===== config.mk =====
export PLATFORM = sky130hd
export DESIGN_NAME = extint_ctrl
export DESIGN_NICKNAME = d
export VERILOG_FILES = /design/src/rtl/extint_pkg.sv /design/src/rtl/extint_edge_sync.sv /design/src/rtl/extint_req_latch.sv /design/src/rtl/extint_ctrl.sv
export SDC_FILE = /design/constraint.sdc
export NUM_CORES = 1
export LEC_CHECK = 0
export CAP_MARGIN = 20
export CORE_ASPECT_RATIO = 0.9
export CORE_UTILIZATION = 52
export DETAILED_ROUTE_END_ITERATION = 6
export GPL_TIMING_DRIVEN = 0
export MAX_ROUTING_LAYER = met4
export PLACE_DENSITY_LB_ADDON = 0.3
export SETUP_SLACK_MARGIN = 0.2
export SLEW_MARGIN = 0
export SYNTH_ARGS = -nofsm -noshare
export SYNTH_HDL_FRONTEND = slang
export SYNTH_SLANG_ARGS = --single-unit

===== constraint.sdc =====
create_clock -name clk -period 3.83 [get_ports clk]
set_clock_uncertainty 0.1 [all_clocks]
set_input_delay 0.5745 -clock clk [delete_from_list [all_inputs] [get_ports clk]]
set_output_delay 0.5745 -clock clk [all_outputs]
set_load 0.01 [all_outputs]

===== src/rtl/extint_pkg.sv =====
// Package: shared constants and types for the external interrupt controller.
// Assumes an 8-bit register bus and at most 16 maskable channels.
package extint_pkg;
    localparam int NCH      = 10;          // maskable channels
    localparam int BANK_W   = 8;           // bits per register bank
    localparam int HI_W     = NCH - BANK_W; // channels held in bank 1
    localparam int ADDR_W   = 8;
    localparam int SYNC_N   = 2;           // synchroniser depth

    localparam logic [ADDR_W-1:0] FLAG0_ADDR = 8'h40;
    localparam logic [ADDR_W-1:0] ENBL0_ADDR = 8'h41;
    localparam logic [ADDR_W-1:0] FLAG1_ADDR = 8'hB8;
    localparam logic [ADDR_W-1:0] ENBL1_ADDR = 8'hB9;

    // One-hot register select derived from the bus address
    typedef struct packed {
        logic flag0;
        logic enbl0;
        logic flag1;
        logic enbl1;
    } regsel_t;
endpackage


===== src/rtl/extint_edge_sync.sv =====
// Module: extint_edge_sync
// Brings W asynchronous pins into the clock domain through STAGES flops and
// raises a one-cycle pulse per bit on each 0-to-1 transition of the result.
// Assumes pins are held for at least one clock period between transitions.
module extint_edge_sync #(
    parameter int W      = 11,
    parameter int STAGES = 2
) (
    input  logic         clk,
    input  logic         rst_n,
    input  logic [W-1:0] pin_i,
    output logic [W-1:0] rise_o
);
    logic [W-1:0] sync_q [STAGES];
    logic [W-1:0] last_q;

    // Synchroniser chain plus one delayed copy for edge detection
    always_ff @(posedge clk) begin
        if (!rst_n) begin
            for (int s = 0; s < STAGES; s++) sync_q[s] <= '0;
            last_q <= '0;
        end else begin
            sync_q[0] <= pin_i;
            for (int s = 1; s < STAGES; s++) sync_q[s] <= sync_q[s-1];
            last_q <= sync_q[STAGES-1];
        end
    end

    // Rising-edge pulse on the synchronised level
    assign rise_o = sync_q[STAGES-1] & ~last_q;


    rise_single_pulse_chk: assert property (@(posedge clk) disable iff (!rst_n)
        1'b1 |=> ((rise_o & $past(rise_o)) == '0));
endmodule


===== src/rtl/extint_req_latch.sv =====
// Module: extint_req_latch
// A W-bit bank of sticky request flops. A set pulse sets a bit, a clear
// request drops it, and a set beats a clear in the same cycle.
// Assumes set_i comes from single-cycle edge pulses.
module extint_req_latch #(
    parameter int W = 8
) (
    input  logic         clk,
    input  logic         rst_n,
    input  logic [W-1:0] set_i,
    input  logic [W-1:0] clr_i,
    output logic [W-1:0] q_o
);
    logic [W-1:0] req_q;

    // Sticky flags: clear first, then set so the set has priority
    always_ff @(posedge clk) begin
        if (!rst_n) req_q <= '0;
        else        req_q <= (req_q & ~clr_i) | set_i;
    end

    assign q_o = req_q;


    flag_drop_needs_clear_chk: assert property (@(posedge clk) disable iff (!rst_n)
        1'b1 |=> (($past(req_q) & ~req_q & ~$past(clr_i)) == '0));

    set_wins_chk: assert property (@(posedge clk) disable iff (!rst_n)
        (|set_i) |=> ((req_q & $past(set_i)) == $past(set_i)));
endmodule


===== src/rtl/extint_ctrl.sv =====
// Module: extint_ctrl (top)
// External interrupt request controller: ten maskable edge-triggered
// channels in two register banks plus one non-maskable channel cleared by
// acknowledge. Register reads are combinational and writes commit at the edge.
// Assumes one bus access per cycle and a synchronous active-low reset.
module extint_ctrl
    import extint_pkg::*;
(
    input  logic              clk,
    input  logic              rst_n,
    input  logic [NCH-1:0]    irq_pin_i,
    input  logic              nmi_pin_i,
    input  logic              nmi_ack_i,
    input  logic [ADDR_W-1:0] bus_addr_i,
    input  logic              bus_wr_i,
    input  logic              bus_rd_i,
    input  logic              bus_rmw_i,
    input  logic [BANK_W-1:0] bus_wdata_i,
    output logic [BANK_W-1:0] bus_rdata_o,
    output logic [NCH-1:0]    irq_req_o,
    output logic              nmi_req_o
);
    localparam int NPIN = NCH + 1;

    regsel_t       sel;
    logic [NPIN-1:0] rise_all;
    logic [NCH-1:0]  rise_irq;
    logic            rise_nmi;
    logic [NCH-1:0]  clr_vec;
    logic [NCH-1:0]  flag_q;
    logic [NCH-1:0]  enbl_q;

    // Address decode into a one-hot register select
    always_comb begin
        sel.flag0 = (bus_addr_i == FLAG0_ADDR);
        sel.enbl0 = (bus_addr_i == ENBL0_ADDR);
        sel.flag1 = (bus_addr_i == FLAG1_ADDR);
        sel.enbl1 = (bus_addr_i == ENBL1_ADDR);
    end

    extint_edge_sync #(.W(NPIN), .STAGES(SYNC_N)) u_sync (
        .clk    (clk),
        .rst_n  (rst_n),
        .pin_i  ({nmi_pin_i, irq_pin_i}),
        .rise_o (rise_all)
    );

    assign rise_irq = rise_all[NCH-1:0];
    assign rise_nmi = rise_all[NCH];

    // Clear-by-zero vector: only bits written as 0 to a flag register clear
    always_comb begin
        clr_vec = '0;
        if (bus_wr_i && sel.flag0) clr_vec[BANK_W-1:0]   = ~bus_wdata_i;
        if (bus_wr_i && sel.flag1) clr_vec[NCH-1:BANK_W] = ~bus_wdata_i[HI_W-1:0];
    end

    extint_req_latch #(.W(NCH)) u_flags (
        .clk   (clk),
        .rst_n (rst_n),
        .set_i (rise_irq),
        .clr_i (clr_vec),
        .q_o   (flag_q)
    );

    extint_req_latch #(.W(1)) u_nmi (
        .clk   (clk),
        .rst_n (rst_n),
        .set_i (rise_nmi),
        .clr_i (nmi_ack_i),
        .q_o   (nmi_req_o)
    );

    // Enable registers; reserved bank 1 bits are not stored
    always_ff @(posedge clk) begin
        if (!rst_n) begin
            enbl_q <= '0;
        end else if (bus_wr_i) begin
            if (sel.enbl0) enbl_q[BANK_W-1:0]   <= bus_wdata_i;
            if (sel.enbl1) enbl_q[NCH-1:BANK_W] <= bus_wdata_i[HI_W-1:0];
        end
    end

    // Request vector: latched flag gated by its enable
    assign irq_req_o = flag_q & enbl_q;

    // Read multiplexer with all-ones return on read-modify-write of flags
    always_comb begin
        bus_rdata_o = '0;
        if (bus_rd_i) begin
            if (sel.flag0)
                bus_rdata_o = bus_rmw_i ? '1 : flag_q[BANK_W-1:0];
            else if (sel.flag1)
                bus_rdata_o = bus_rmw_i ? '1 : {{(BANK_W-HI_W){1'b0}}, flag_q[NCH-1:BANK_W]};
            else if (sel.enbl0)
                bus_rdata_o = enbl_q[BANK_W-1:0];
            else if (sel.enbl1)
                bus_rdata_o = {{(BANK_W-HI_W){1'b0}}, enbl_q[NCH-1:BANK_W]};
        end
    end


    irq_rise_cause_chk: assert property (@(posedge clk) disable iff (!rst_n)
        (|(irq_req_o & ~$past(irq_req_o))) |-> ($past(bus_wr_i) || (|$past(rise_irq))));

    reserved_read_zero_chk: assert property (@(posedge clk) disable iff (!rst_n)
        (bus_rd_i && sel.enbl1) |-> (bus_rdata_o[BANK_W-1:HI_W] == '0));

    nmi_clear_by_ack_chk: assert property (@(posedge clk) disable iff (!rst_n)
        $fell(nmi_req_o) |-> $past(nmi_ack_i));

    rmw_all_ones_chk: assert property (@(posedge clk) disable iff (!rst_n)
        (bus_rd_i && bus_rmw_i && (sel.flag0 || sel.flag1)) |-> (bus_rdata_o == '1));
endmodule


==> out/metrics.yaml <==
die_h_um: 62.1
status: "complete, no violations"
rows: 21
fmax_ghz: 0.277
r2r_end: "u_nmi.q_o$_SDFF_PN0_"
syn_to_final_growth_pct: 33.5
maxCapViolCount: 0
portBuffers: 48
antenna_found_initial: 0
yosysWarningCount: 0
maxSlewHeadroom_pct: 57.3
min_path_type: "reg2reg"
rr_worst_depth: 3
period_needed_ps: 3610
reg2reg_from: "u_nmi.q_o$_SDFF_PN0_"
syn_area_sq_um: 2080
syn_inst: 212
min_path_cells: 1
grt_overflow: 0
path_clk_slew_ps: 90
pre_cts_slack_ps: -151
n_fill_cell: 291
grt_max_degree: 19
n_antenna_cell: 0
clock_sinks: 54
multi_input_area_sq_um: 948
crit_type: "in2out"
cp_max_fo: 6
dpl.hpwl_um: 2990
total_leakage_power_uw: 0.00110
regArea_sq_um: 1080
synth-seq-cells: 54
vias: 1631
synth_nets: 245
first_global_vias: 1471
drtIter0Drc: 91
die_x_um: 68.7
power.total_uw: 1050
vias_per_cell: 5.16
worst_slack_ps: 221
synth.avg_cell_area_sq_um: 9.83
grtUsageTotal_pct: 21.8
cts_max_level: 2
finalHoldViolCount: 0
root_buffer: "clkbuf_8"
nNetsFinal: 302
end_kind: "output pin"
ant_nets: 0
routedWlPerCell_um: 12.9
drive_gt1_share_pct: 5.56
grt_pass1_wl_um: 6460
cp.required_ps: 3160
ios: 52
finalWeightedCongestion: 0.787
rsz0062_at_grt: "yes"
dr.pass1.iters: 4
final_core_util_pct: 73.5
power_density_nw_per_um2: 378
cp.arrival_ps: 2930
slew_violations: 0
fin_crit_sh_pct: 94.2
die_area_sq_um: 4270
hold_path_end: "u_sync.sync_q[0][16]$_SDFF_PN0_"
cts-buffers-inserted: 5
rrSetupSlack_ps: 3000
clock_path_buffers: 2
start_util_pct: 55.1
netlist-cell-type-count: 28
ir_drop_mv: 0.313
wirelength_um: 4070
hp-start: "u_sync.sync_q[0][5]$_SDFF_PN0_"
drcViolationCount: 0
cts_tree: "done"
timing.hold.ws_ps: 339
worstSetupStartpointType: "primary input"
worst_pin_slew_ps: 632
coreArea_sq_um: 3780
setup_viol: 0
seq_area_frac_synth_pct: 51.9
insertion_delay_ps: 310
==> what timing repair did <==
item,CTS,global route
pin swaps,0,1
setup endpoints to repair,8,8
hold buffers,0,0
cloned,0,0
gates resized for setup,2,4
setup buffers,0,2
==> state kept, by name, indices dropped and copies added (netlist names) <==
register / cells
u_nmi.q_o: 1
u_sync.last_q: 11
u_flags.q_o: 10
enbl_q: 10
u_sync.sync_q: 22
==> stage by stage <==
| step | cells | TNS, ps | area (sq um) |
|---|---|---|---|
| 2_1_floorplan | 212 | 0 | 2080 |
| 3_3_place_gp | 306 | -120 | 2620 |
| 3_5_place_dp | 306 | -734 | 2620 |
| 4_1_cts | 314 | 0 | 2750 |
| 5_1_grt | 316 | 0 | 2780 |
| 6_report | 316 | 0 | 2780 |
==> routing by layer <==
metal | track usage [%] | vias up | wire length [um]
met5 | - | - | 0
met4 | 8.16 | 0 | 63
met3 | 5.66 | 9 | 223
met2 | 38.0 | 60 | 1990
met1 | 24.0 | 736 | 1800
li1 | - | 826 | -
==> layout by cell type (no fill, tap or decap), types with 2 or more instances in the layout <==
master,n
dfxtp_1,54
clkdlybuf4s50_1,45
and2_1,44
nand2b_1,13
nand2_1,11
nor2b_1,11
mux2i_1,10
a21boi_0,10
clkbuf_1,8
inv_1,8
o21ai_0,8
a221oi_1,6
clkbuf_8,5
nor2_1,4
o22ai_1,4
o31ai_1,4
dlymetal6s2s_1,3
or4_1,2
a32oi_1,2
buf_4,2
==> cells by family after synthesis <==
family                 count (synthesis)  share of synthesized area (%)
muxes                                 10                           4.80
buffers and inverters                 18                           3.66
DFF                                   54                           51.9
AOI/OAI and AO/OA                     34                           11.5
and+or+nand+nor                       96                           28.2
==> power by group <==
| part | total (uW) | leakage [uW] | internal [uW] | switching (uW) |
|---|---|---|---|---|
| clock network | 382 | 0.0000587 | 198 | 184 |
| logic | 82.3 | 0.000595 | 48.1 | 34.3 |
| registers | 589 | 0.000442 | 581 | 7.66 |
==> Yosys cell counts (all sizes together) <==
cell type  number  share of area, %
nor2b          11               3.3
o31ai           4               1.4
o21ai           8               1.9
or4b            2               1.1
nand3           1              0.24
nand4b          1              0.42
a221oi          6               2.5
or3             1              0.30
and2           44                13
mux2i          10               4.8
nor4            2              0.60
nor3b           1              0.36
nor2            4              0.72
nand2b         13               3.9
nand2          11               2.0
or4             2              0.72
a21boi         10               3.6
nor4b           1              0.42
inv             8               1.4
o22ai           4               1.2
buf             2              0.78
dfxtp          54                52
clkbuf          8               1.4
nand3b          1              0.36
nor3            1              0.48
a32oi           2              0.84
==> area by class of cell <==
type                            instances  share of cell area [%]
Timing Repair Buffer                   50                    18.1
Tap cell                               46                    2.07
Inverter                                8                    1.08
Multi-Input combinational cell        140                    34.1
Buffer                                 10                    1.66
Sequential cell                        54                    38.8
Clock buffer                            5                    2.47
Clock inverter                          3                    1.71
==> critical path, stage by stage <==
cell             delay, ps
clkdlybuf4s50_1        440
or4b_4                 610
nor3_4                 210
buf_4                  170
nand2_1                 50
a221oi_1               280
clkdlybuf4s50_1        590
==> worst max-delay path by stage <==
stage                           endpoint  depth (start not counted)     startpoint
after floorplan           bus_rdata_o[6]                          4  bus_addr_i[4]
after global routing      bus_rdata_o[6]                          7  bus_addr_i[4]
final                     bus_rdata_o[6]                          7  bus_addr_i[4]
after CTS                 bus_rdata_o[7]                          5  bus_addr_i[4]
after detailed placement  bus_rdata_o[7]                          5  bus_addr_i[4]
after global placement    bus_rdata_o[2]                          5  bus_addr_i[4]
Note: power is estimated with default switching activity, not from simulation.
